### config.mk
export PLATFORM = sky130hd
export DESIGN_NAME = pgecc_gen
export DESIGN_NICKNAME = d
export VERILOG_FILES = /design/src/rtl/pgecc_pkg.sv /design/src/rtl/pgecc_terms.sv /design/src/rtl/pgecc_count.sv /design/src/rtl/pgecc_accum.sv /design/src/rtl/pgecc_gen.sv
export SDC_FILE = /design/constraint.sdc
export NUM_CORES = 1
export LEC_CHECK = 0
export ABC_AREA = 1
export BUFFER_PORTS_ARGS = -buffer_cell sky130_fd_sc_hd__buf_4
export CAP_MARGIN = 20
export CELL_PAD_IN_SITES_DETAIL_PLACEMENT = 0
export CELL_PAD_IN_SITES_GLOBAL_PLACEMENT = 2
export CORE_MARGIN = 2
export CORE_UTILIZATION = 29
export DETAILED_ROUTE_END_ITERATION = 8
export PLACE_DENSITY_LB_ADDON = 0.1
export SLEW_MARGIN = 10
export SYNTH_ARGS = -nofsm -noshare
export SYNTH_HDL_FRONTEND = slang
export SYNTH_HIERARCHICAL = 1
export SYNTH_SLANG_ARGS = --single-unit
export TNS_END_PERCENT = 5
### constraint.sdc
create_clock -name clk -period 1.8 [get_ports clk]
set_input_delay 0.18 -clock clk [delete_from_list [all_inputs] [get_ports clk]]
set_output_delay 0.18 -clock clk [all_outputs]
set_load 0.02 [all_outputs]
### src/rtl/pgecc_pkg.sv
// Shared sizing for the page parity generator.
// Assumes a byte-serial stream, with widths derived from byte and page size.
package pgecc_pkg;
    localparam int unsigned BYTE_BITS  = 8;
    localparam int unsigned PAGE_SIZE  = 512;

    // Number of pair terms needed to index 'n' positions.
    function automatic int unsigned terms_for(input int unsigned n);
        return $clog2(n);
    endfunction
endpackage

### src/rtl/pgecc_terms.sv
// Per-byte parity contribution.
// Given one byte and its position in the page, it produces the 2*TERMS-bit
// vector that this byte XORs into the running code. Purely combinational.
// Assumes BYTE_W is a power of two.
module pgecc_terms #(
    parameter int unsigned BYTE_W = pgecc_pkg::BYTE_BITS,
    parameter int unsigned IDX_W  = 9,
    localparam int unsigned COL_T = pgecc_pkg::terms_for(BYTE_W),
    localparam int unsigned ALL_T = COL_T + IDX_W
) (
    input  logic [BYTE_W-1:0]  data,
    input  logic [IDX_W-1:0]   idx,
    output logic [2*ALL_T-1:0] contrib
);
    logic byte_par;

    // Whole-byte parity feeds every row pair.
    assign byte_par = ^data;

    // Column pairs: split the byte by one bit of the bit position.
    for (genvar k = 0; k < COL_T; k++) begin : g_col
        logic [BYTE_W-1:0] sel_hi;
        for (genvar b = 0; b < BYTE_W; b++) begin : g_mask
            assign sel_hi[b] = ((b >> k) & 1) != 0;
        end
        assign contrib[2*k+1] = ^(data & sel_hi);
        assign contrib[2*k]   = ^(data & ~sel_hi);
    end

    // Row pairs: route the byte parity by one bit of the byte position.
    for (genvar j = 0; j < IDX_W; j++) begin : g_row
        assign contrib[2*(COL_T+j)+1] = idx[j] & byte_par;
        assign contrib[2*(COL_T+j)]   = ~idx[j] & byte_par;
    end
endmodule

### src/rtl/pgecc_count.sv
// Byte position tracker.
// Tracks the next byte position, qualifies strobes into absorb pulses and
// flags a full page. A low 'arm' restarts the page.
module pgecc_count #(
    parameter int unsigned PAGE_BYTES = pgecc_pkg::PAGE_SIZE,
    localparam int unsigned IDX_W = pgecc_pkg::terms_for(PAGE_BYTES)
) (
    input  logic             clk,
    input  logic             rst_n,
    input  logic             arm,
    input  logic             strobe,
    output logic [IDX_W-1:0] idx,
    output logic             take,
    output logic             full
);
    localparam logic [IDX_W-1:0] LAST = IDX_W'(PAGE_BYTES - 1);

    // A byte is absorbed only while armed and the page is not yet full.
    assign take = arm & strobe & ~full;

    // Advance the position per absorbed byte; mark full on the last one.
    always_ff @(posedge clk) begin
        if (!rst_n || !arm) begin
            idx  <= '0;
            full <= 1'b0;
        end else if (take) begin
            if (idx == LAST) begin
                idx  <= '0;
                full <= 1'b1;
            end else begin
                idx <= idx + 1'b1;
            end
        end
    end
endmodule

### src/rtl/pgecc_accum.sv
// Parity accumulator.
// Holds the raw (uninverted) code. Each absorbed byte's contribution is
// XORed in, and the register is cleared whenever not armed.
module pgecc_accum #(
    parameter int unsigned W = 24
) (
    input  logic         clk,
    input  logic         rst_n,
    input  logic         arm,
    input  logic         take,
    input  logic [W-1:0] contrib,
    output logic [W-1:0] raw
);
    // Clear on reset or disarm; otherwise fold in absorbed bytes.
    always_ff @(posedge clk) begin
        if (!rst_n || !arm)
            raw <= '0;
        else if (take)
            raw <= raw ^ contrib;
    end
endmodule

### src/rtl/pgecc_gen.sv
// NAND page row/column parity generator, top level.
// Absorbs up to PAGE_BYTES strobed bytes while ecc_en is high and presents
// the inverted paired parity code. Assumes a power-of-two page size.
module pgecc_gen #(
    parameter int unsigned BYTE_W     = pgecc_pkg::BYTE_BITS,
    parameter int unsigned PAGE_BYTES = pgecc_pkg::PAGE_SIZE,
    localparam int unsigned IDX_W  = pgecc_pkg::terms_for(PAGE_BYTES),
    localparam int unsigned CODE_W = 2 * (pgecc_pkg::terms_for(BYTE_W) + IDX_W)
) (
    input  logic              clk,
    input  logic              rst_n,
    input  logic              ecc_en,
    input  logic              din_valid,
    input  logic [BYTE_W-1:0] din,
    output logic              done,
    output logic [CODE_W-1:0] code_out
);
    logic [IDX_W-1:0]  pos;
    logic              take;
    logic [CODE_W-1:0] contrib;
    logic [CODE_W-1:0] raw;

    pgecc_count #(.PAGE_BYTES(PAGE_BYTES)) u_count (
        .clk(clk), .rst_n(rst_n), .arm(ecc_en), .strobe(din_valid),
        .idx(pos), .take(take), .full(done)
    );

    pgecc_terms #(.BYTE_W(BYTE_W), .IDX_W(IDX_W)) u_terms (
        .data(din), .idx(pos), .contrib(contrib)
    );

    pgecc_accum #(.W(CODE_W)) u_accum (
        .clk(clk), .rst_n(rst_n), .arm(ecc_en), .take(take),
        .contrib(contrib), .raw(raw)
    );

    // Inverted so that erased data reads as all ones.
    assign code_out = ~raw;
endmodule

==> flow_metrics.env, run 1 <==
export IMPL_status="finished clean"
export IMPL_grt_overflow=0
export IMPL_layout_setup_ws_ps=213
export IMPL_synth_nets=335
export IMPL_antenna_found_initial=0
export IMPL_slowest_delay_ps=340
export IMPL_cts_root_buffer="clkbuf_8"
export IMPL_post_cts_setup_buffer_count=0
export IMPL_hold_slack_ps=246
export IMPL_core_region_area_sq_um=6760
export IMPL_cts_made_buffers=5
export IMPL_skew_ps=11.2
export IMPL_period_share=0.882
export IMPL_clock_latency_ps=290
export IMPL_end_kind="flip-flop"
export IMPL_die_area_sq_um=7590
export IMPL_post_dp_hpwl_mm=3.34
export IMPL_die_w_um=87.1
export IMPL_synth_top_cell_area_share=0.340
export IMPL_min_period_ps=1590
export IMPL_ant_nets=0
export IMPL_initial_core_util=0.296
export IMPL_post_synth_top_area_cell="dfxtp_1"
export IMPL_ys_async_sr_fraction=0
export IMPL_fp_row_count=30
export IMPL_crit_type="reg -> reg"
export IMPL_fmax_mhz=630
export IMPL_drv_slew=0
export IMPL_ioPinCount=37
export IMPL_p_leak_nw=1.07
export IMPL_grt_max_degree=32
export IMPL_drt_iter0_drc=52
export IMPL_grt_pass1_vias=1675
export IMPL_cp_data_arrival_time_ps=1780
export IMPL_worst_slew_pin_transition_ps=481
export IMPL_diodes=0
export IMPL_rsz0062_at_grt="false"
export IMPL_portBuffers=36
export IMPL_wl_mm=4.56
export IMPL_synth_common_cells="76 x nand2_1, 58 x inv_1, 48 x nor2_1"
export IMPL_synth_edff_count=0
export IMPL_crit_path_top_delay_cell="dfxtp_1"
export IMPL_finalPower_mw=1.67
export IMPL_synth_cells=320
export IMPL_fin_area_sq_um=2500
export IMPL_path_delay_family="simple AND/OR/NAND/NOR gates"
export IMPL_grt_use_total=0.128
export IMPL_fin_tns_setup_ps=0
export IMPL_firstDrtPassIters=4
export IMPL_syn_avg_cell_area_sq_um=6.26
export IMPL_seq_area_frac_synth=0.340
export IMPL_path_clk_slew_ps=80
export IMPL_numClockSinks=34
export IMPL_power_density_nw_per_um2=668
export IMPL_hold_buffers=0
export IMPL_synth_main_ff_cell="dfxtp_1"
export IMPL_fill_cells=760
export IMPL_placed_cells=437
export IMPL_crit_fanout=3
export IMPL_cap_violations=0
export IMPL_dieHeight_um=87.1
export IMPL_hold_violations=0
export IMPL_finish_utilization=0.370
export IMPL_cts_resized=0
export IMPL_htree_levels=2
export IMPL_multi_input_comb_area_sq_um=1040
export IMPL_drc_errors=0
export IMPL_gp_congestion=0.749
export IMPL_start_kind="flip-flop"
export IMPL_slew_headroom=0.679
export IMPL_dp_slack_ps=81.3
export IMPL_synthMostInstantiatedCell="nand2_1"
export IMPL_synthesis_area_sq_um=2000
export IMPL_final_nets=379
export IMPL_syn_to_final_growth_pct=24.7
export IMPL_required_ps=2000
export IMPL_instances_no_fill=445
export IMPL_drive_gt1_frac=0.211
export IMPL_ys_types=22
export IMPL_ys_warn_count=6
export IMPL_worst_path_buf_inv=2
export IMPL_place_area_sq_um=2390
export IMPL_vias=1893
export IMPL_seq_area_sq_um=681
export IMPL_hold_class="in -> reg"
export IMPL_ir_drop_v=0.000236
export IMPL_wl_per_cell_um=10.2
export IMPL_path_cells="ha_1 -> nand3_1 -> nor4_4 -> ha_1 -> inv_1 -> o21ai_0 -> inv_1 -> nand2_1 -> nor2_1"
export IMPL_cts_tree="yes"
export IMPL_clockBufferDepth=2
export IMPL_via_per_inst=4.25
export IMPL_grt_first_pass_wirelength_mm=7.67
export IMPL_setup_viol=0
export IMPL_synthTopCellsByArea="dfxtp_1 34%, nand2_1 14%, inv_1 11%"
export IMPL_synth_seq_cells=34
worst min-delay path: stages:
cell	delay, ps
buf_4	80
nand2_1	40
inv_1	90
nand2_1	70
inv_1	40
area by class of cell:
cell class,instances,area share
Timing Repair Buffer,46,0.143
Clock buffer,7,0.0346
Tap cell,80,0.0401
Sequential cell,34,0.272
Inverter,60,0.0901
Multi-Input combinational cell,217,0.418
Clock inverter,1,0.00200
cell families (layout without fill, tap and decap cells):
family                     count (synthesis)  count (layout)  share of synthesized area
and+or+nand+nor                          178             178                      0.387
buffers and inverters                     69             114                      0.149
DFF                                       34              34                      0.340
AOI/OAI and AO/OA                         28              28                     0.0700
xor gates and xnor gates                   8               8                     0.0350
adders and majority gates                  3               3                     0.0187
cell usage in the layout (no fill, tap or decap):
cell type,count
a21oi_1,25
buf_12,1
buf_4,45
clkbuf_1,1
clkbuf_8,6
clkinv_2,1
dfxtp_1,34
ha_1,3
inv_1,58
inv_2,2
nand2_1,76
nand2_2,7
nand2_4,1
nand3_1,31
nand3_2,2
nor2_1,48
nor2_2,10
nor2_4,1
nor3_1,1
nor4_4,1
o21ai_0,2
o21ai_1,1
xnor2_1,6
xor2_1,2
registers in the layout (all words and copies together) (netlist names):
name,count
u_accum/raw,24
u_count/idx,9
u_count/full,1
worst paths after layout:
kind	start	endpoint	slack (ps)	depth (start not counted)
worst min-delay path	rst_n	u_count/full	250	5
worst min register to register	u_accum/raw[18]	u_accum/raw[18]	510	2
worst max register to register	u_count/idx[0]	u_count/idx[7]	210	9
worst max-delay path	u_count/idx[0]	u_count/idx[7]	210	9
power by group:
part           internal [mW]  switching [mW]
clock network          0.309           0.292
registers              0.765         0.00975
logic                  0.109           0.185
metal layers:
metal / up-vias / wire, um / global-route usage
met5: - / 0 / 0
met4: 0 / 65 / 0.0545
met3: 4 / 155 / 0.0322
met2: 28 / 1930 / 0.191
met1: 800 / 2410 / 0.176
li1: 1061 / - / -
Note: power is estimated with default switching activity, not from simulation.
==> inputs of run 2 (changes only) <==
--- a/config.mk
+++ b/config.mk
@@ -8,12 +8,10 @@
 export ABC_AREA = 1
 export BUFFER_PORTS_ARGS = -buffer_cell sky130_fd_sc_hd__buf_4
 export CAP_MARGIN = 20
-export CELL_PAD_IN_SITES_DETAIL_PLACEMENT = 0
-export CELL_PAD_IN_SITES_GLOBAL_PLACEMENT = 2
 export CORE_MARGIN = 2
 export CORE_UTILIZATION = 29
+export CTS_BUF_LIST = sky130_fd_sc_hd__clkbuf_4
 export DETAILED_ROUTE_END_ITERATION = 8
-export PLACE_DENSITY_LB_ADDON = 0.1
 export SLEW_MARGIN = 10
 export SYNTH_ARGS = -nofsm -noshare
 export SYNTH_HDL_FRONTEND = slang
==> run 2 against run 1 <==
Effect of this change: register-to-register slack worse by 60 ps; non-clock buffer count is 3 lower; total power is 2.7% lower; cell count is 0.67% lower; first-iteration DRC count is 46% higher; critical path depth stayed put; worst setup slack worse by 59 ps; via count is 0.58% lower; critical path type unchanged; sequential share of layout area is 0.51 points higher; sequential power hardly changed; largest power group unchanged.
==> flow_metrics.env, run 2 (synthesized netlist as in run 1, its figures left out) <==
export IMPL_status="finished clean"
export IMPL_clockBufferDepth=2
export IMPL_crit_type="reg -> reg"
export IMPL_crit_path_top_delay_cell="dfxtp_2"
export IMPL_cap_violations=0
export IMPL_fp_row_count=30
export IMPL_r2r_slack_ps=150
export IMPL_power_density_nw_per_um2=659
export IMPL_fill_cells=745
export IMPL_die_area_sq_um=7590
export IMPL_path_delay_family="simple AND/OR/NAND/NOR gates"
export IMPL_portBuffers=36
export IMPL_end_kind="flip-flop"
export IMPL_worst_slew_pin_transition_ps=283
export IMPL_numClockSinks=34
export IMPL_ir_drop_v=0.000234
export IMPL_final_nets=376
export IMPL_min_period_ps=1650
export IMPL_cts_tree="yes"
export IMPL_hold_class="in -> reg"
export IMPL_largest_register="u_accum/raw"
export IMPL_clock_latency_ps=350
export IMPL_dieHeight_um=87.1
export IMPL_grt_pass1_vias=1598
export IMPL_diodes=0
export IMPL_cts_made_buffers=5
export IMPL_path_cells="ha_2 -> nand3_2 -> nor4_4 -> ha_2 -> nand2_1 -> nand2_2 -> inv_1 -> nand2_1 -> nor2_1"
export IMPL_period_share=0.914
export IMPL_fmax_mhz=608
export IMPL_antenna_found_initial=0
export IMPL_largest_reg_flops=24
export IMPL_grt_use_total=0.112
export IMPL_core_region_area_sq_um=6760
export IMPL_mostFrequentLayoutCell="nand2_1"
export IMPL_finish_utilization=0.365
export IMPL_drive_gt1_frac=0.227
export IMPL_crit_fanout=3
export IMPL_initial_core_util=0.296
export IMPL_slowest_delay_ps=350
export IMPL_post_dp_hpwl_mm=3.08
export IMPL_drt_iter0_drc=76
export IMPL_ioPinCount=37
export IMPL_firstDrtPassIters=4
export IMPL_slew_headroom=0.810
export IMPL_grt_max_degree=27
export IMPL_syn_to_final_growth_pct=23.1
export IMPL_drv_slew=0
export IMPL_vias=1882
export IMPL_required_ps=2050
export IMPL_worst_path_buf_inv=1
export IMPL_layout_common_cells="75 x nand2_1, 58 x inv_1, 48 x nor2_1"
export IMPL_die_w_um=87.1
export IMPL_setup_viol=0
export IMPL_fin_tns_setup_ps=0
export IMPL_gp_congestion=0.790
export IMPL_via_per_inst=4.26
export IMPL_wl_per_cell_um=9.34
export IMPL_grt_first_pass_wirelength_mm=6.88
export IMPL_path_clk_slew_ps=120
export IMPL_reg_top3="u_accum/raw (24), u_count/idx (9), u_count/full (1)"
export IMPL_wl_mm=4.13
export IMPL_grt_overflow=0
export IMPL_htree_levels=2
export IMPL_skew_ps=13.1
export IMPL_ant_nets=0
export IMPL_drc_errors=0
export IMPL_rsz0062_at_grt="false"
export IMPL_start_kind="flip-flop"
export IMPL_p_leak_nw=1.04
export IMPL_hold_violations=0
export IMPL_cts_root_buffer="clkbuf_4"
export IMPL_cp_data_arrival_time_ps=1890
==> run 2: final cells by class <==
type / instances / area [sq um] / share of cell area
flip-flops and latches: 34 / 684 / 0.278
inverters: 60 / 225 / 0.0913
well taps: 80 / 100 / 0.0406
repair buffers: 43 / 323 / 0.131
clock inverters: 3 / 40.0 / 0.0162
multi-input cells: 217 / 1060 / 0.428
clock buffers: 5 / 37.5 / 0.0152
==> run 2: through the flow <==
| stage | worst slack, ps | power (mW) | cell area (sq um) | cells | hold WS [ps] |
|---|---|---|---|---|---|
| after floorplan | 197 | 1.01 | 2000 | 320 | 396 |
| after global placement | 155 | 1.08 | 2350 | 433 | 488 |
| after detailed placement | 79.2 | 1.08 | 2350 | 433 | 502 |
| after CTS | 49.4 | 1.65 | 2430 | 441 | 184 |
| after global routing | 5.25 | 1.72 | 2470 | 442 | 225 |
| final | 154 | 1.62 | 2470 | 442 | 201 |
==> run 2: what timing repair did <==
item / in CTS / in global routing
hold buffers: 0 / 0
gates resized for setup: 0 / 10
setup buffers: 0 / 1
endpoints found under the setup margin: 0 / 6
hold endpoints to repair: 0 / 0
==> run 2: path summary, 6_finish.rpt <==
path                   start               to  depth (start not counted)
max           u_count/idx[0]   u_count/idx[5]                          9
min                din_valid   u_count/idx[0]                          4
max reg2reg   u_count/idx[0]   u_count/idx[5]                          9
min reg2reg  u_accum/raw[17]  u_accum/raw[17]                          2
==> run 2: tightest hold or removal path: stages <==
cell and delay, ps:
buf_4 90, nand2_1 50, o21ai_1 150, a21oi_1 50
==> run 2: power breakdown <==
part	switching (mW)	internal, mW	total (mW)
Combinational	0.183	0.107	0.290
Sequential	0.00952	0.765	0.775
Clock	0.273	0.288	0.560
Total	0.465	1.16	1.62
==> run 2: layer usage <==
metal | vias up | track usage | wire (um)
met5 | - | 0 | 0
met4 | 0 | 0.0420 | 71
met3 | 7 | 0.0284 | 160
met2 | 27 | 0.180 | 1930
met1 | 805 | 0.145 | 1970
li1 | 1043 | - | -
==> inputs of run 3 (changes only) <==
--- a/config.mk
+++ b/config.mk
@@ -5,16 +5,18 @@
 export SDC_FILE = /design/constraint.sdc
 export NUM_CORES = 1
 export LEC_CHECK = 0
-export ABC_AREA = 1
 export BUFFER_PORTS_ARGS = -buffer_cell sky130_fd_sc_hd__buf_4
 export CAP_MARGIN = 20
+export CELL_PAD_IN_SITES_DETAIL_PLACEMENT = 0
+export CELL_PAD_IN_SITES_GLOBAL_PLACEMENT = 2
 export CORE_MARGIN = 2
 export CORE_UTILIZATION = 29
 export CTS_BUF_LIST = sky130_fd_sc_hd__clkbuf_4
 export DETAILED_ROUTE_END_ITERATION = 8
+export PLACE_DENSITY_LB_ADDON = 0.1
 export SLEW_MARGIN = 10
 export SYNTH_ARGS = -nofsm -noshare
 export SYNTH_HDL_FRONTEND = slang
 export SYNTH_HIERARCHICAL = 1
 export SYNTH_SLANG_ARGS = --single-unit
-export TNS_END_PERCENT = 5
+export TNS_END_PERCENT = 1
==> run 3 against run 2 <==
Effect of this change: global-route usage is 0.91 points higher; total power is 14% higher; via count is 14% lower; combinational power is 63% higher; sequential share of layout area is 1.6 points lower; critical path type unchanged; largest cell class unchanged.
==> flow_metrics.env, run 3 <==
export IMPL_wirelength_met1_mm=2.06
export IMPL_synth_top_family_by_area="compound AO/OA/AOI/OAI gates"
export IMPL_hold_buffers=0
export IMPL_gp_congestion=0.655
export IMPL_end_kind="flip-flop"
export IMPL_wl_per_cell_um=11.9
export IMPL_synth_cells=221
export IMPL_synth_common_cells="34 x dfxtp_1, 27 x inv_1, 20 x a21oi_2, 20 x nand3b_2, 17 x a21bo_2"
export IMPL_route_met3_wl_um=165
export IMPL_synth_nets=236
export IMPL_numClockSinks=34
export IMPL_ir_drop_v=0.000495
export IMPL_path_cells="nand4_1 -> nor2_1 -> ha_1 -> nand3b_1 -> nand2_1 -> nor2_1"
export IMPL_ant_nets=0
export IMPL_synth_top_cell_area_share=0.323
export IMPL_synth_main_ff_cell="dfxtp_1"
export IMPL_portBuffers=36
export IMPL_fp_row_count=31
export IMPL_drc_errors=0
export IMPL_core_region_area_sq_um=7140
export IMPL_path_clk_slew_ps=120
export IMPL_finish_utilization=0.365
export IMPL_routed_top_layer="met4"
export IMPL_drive_gt1_frac=0.443
export IMPL_synth_adder_area_share=0.0178
export IMPL_p_leak_nw=0.945
export IMPL_hold_violations=0
export IMPL_min_from="rst_n"
export IMPL_grt_overflow=0
export IMPL_final_nets=285
export IMPL_cpMostUsedCell="nor2_1"
export IMPL_skew_ps=8.71
export IMPL_diodes=0
export IMPL_mostFrequentLayoutCell="buf_4"
export IMPL_wl_mm=4.41
export IMPL_start_kind="flip-flop"
export IMPL_hold_class="in -> reg"
export IMPL_synthesis_area_sq_um=2100
export IMPL_fmax_mhz=669
export IMPL_post_synth_top_area_cell="dfxtp_1"
export IMPL_ys_types=29
export IMPL_period_share=0.830
export IMPL_ys_async_sr_fraction=0
export IMPL_grt_max_degree=25
export IMPL_synthTopCellsByArea="dfxtp_1 32%, nand3b_2 11%, a21oi_2 8.3%"
export IMPL_syn_to_final_growth_pct=23.9
export IMPL_htree_levels=2
export IMPL_cts_root_buffer="clkbuf_4"
export IMPL_die_area_sq_um=7950
export IMPL_setup_viol=0
export IMPL_clock_latency_ps=340
export IMPL_slew_headroom=0.714
export IMPL_worst_slew_pin_transition_ps=429
export IMPL_ys_warn_count=6
export IMPL_synthMuxAreaShare=0
export IMPL_seq_area_frac_synth=0.323
export IMPL_synthMostInstantiatedCell="dfxtp_1"
export IMPL_power_density_nw_per_um2=712
export IMPL_synth_compound_area_share=0.243
export IMPL_synth_seq_cells=34
export IMPL_crit_fanout=6
export IMPL_ioPinCount=37
export IMPL_cts_tree="yes"
export IMPL_layout_common_cells="50 x buf_4, 34 x dfxtp_1, 26 x inv_1"
export IMPL_dieHeight_um=89.2
export IMPL_status="finished clean"
export IMPL_drv_slew=0
export IMPL_crit_type="reg -> reg"
export IMPL_grt_use_total=0.121
export IMPL_rr_startpoint="u_count/idx[6]"
export IMPL_crit_path_top_delay_cell="dfxtp_1"
export IMPL_antenna_found_initial=0
export IMPL_fin_tns_setup_ps=0
export IMPL_grt_first_pass_wirelength_mm=7.44
export IMPL_critical_path_startpoint="u_count/idx[6]"
export IMPL_initial_core_util=0.295
export IMPL_reg_top3="u_accum/raw (24), u_count/idx (9), u_count/full (1)"
export IMPL_largest_reg_flops=24
export IMPL_firstDrtPassIters=3
export IMPL_synthSimpleGateAreaFrac=0.241
export IMPL_synth_xor_area_frac=0.0892
export IMPL_cts_resized=0
export IMPL_synth_edff_count=0
export IMPL_largest_register="u_accum/raw"
export IMPL_grt_pass1_vias=1554
export IMPL_die_w_um=89.2
export IMPL_cts_made_buffers=5
export IMPL_met2_wirelength_mm=2.12
export IMPL_clockBufferDepth=2
export IMPL_via_per_inst=4.39
export IMPL_required_ps=2040
export IMPL_cp_data_arrival_time_ps=1740
export IMPL_post_cts_setup_buffer_count=0
export IMPL_cap_violations=0
export IMPL_min_period_ps=1490
export IMPL_r2r_slack_ps=310
export IMPL_post_dp_hpwl_mm=3.30
export IMPL_rsz0062_at_grt="false"
export IMPL_drt_iter0_drc=40
export IMPL_slowest_delay_ps=410
export IMPL_syn_avg_cell_area_sq_um=9.52
export IMPL_vias=1626
[run 3: cell families (layout without fill, tap and decap cells)]
logic type | after synthesis | count (layout)
AO/OA/AOI/OAI | 61 | 61
flip-flops | 34 | 34
AND/OR/NAND/NOR | 70 | 70
XOR/XNOR | 18 | 18
adder cells (fa/ha/maj) | 3 | 3
buffers and inverters | 35 | 85
[run 3: cell type report]
type                    count  area [sq um]
fillers                   802          4530
clock inverters             1          30.0
flip-flops and latches     34           681
repair buffers             50           375
inverters                  27           101
well taps                  99           124
clock buffers               7          52.6
multi-input cells         152          1240
[run 3: path summary, 6_finish.rpt]
path,to,cells after the start
setup reg to reg,u_count/idx[2],6
setup / recovery,u_count/idx[2],6
hold / removal,u_count/idx[8],3
hold reg to reg,u_count/idx[6],2
[run 3: power breakdown]
| group | switching [mW] | internal [mW] | leakage, nW |
|---|---|---|---|
| Clock | 0.282 | 0.325 | 0.0463 |
| Sequential | 0.00927 | 0.768 | 0.275 |
| Combinational | 0.273 | 0.199 | 0.624 |
[run 3: metal layers]
| metal | vias up | GRT usage |
|---|---|---|
| met4 | 0 | 0.0407 |
| met2 | 29 | 0.203 |
| met1 | 748 | 0.151 |
| met5 | - | 0 |
| met3 | 6 | 0.0323 |
| li1 | 843 | - |
[run 3: metrics by stage]
stage	area [sq um]	power [mW]	setup WS (ps)	std cells	hold WS, ps
detailed placement	2520	1.28	146	362	482
CTS	2610	1.90	291	370	93.2
global route	2610	1.98	164	370	105
floorplan	2100	1.12	314	221	320
global placement	2520	1.28	127	362	474
finish	2610	1.86	305	370	113
[run 3: worst max-delay path: cells and delay by family, from the launching register on]
kind                     cells  cell delay [ps]
AND/OR/NAND/NOR              5              770
flip-flops                   1              410
adder cells (fa/ha/maj)      1              200
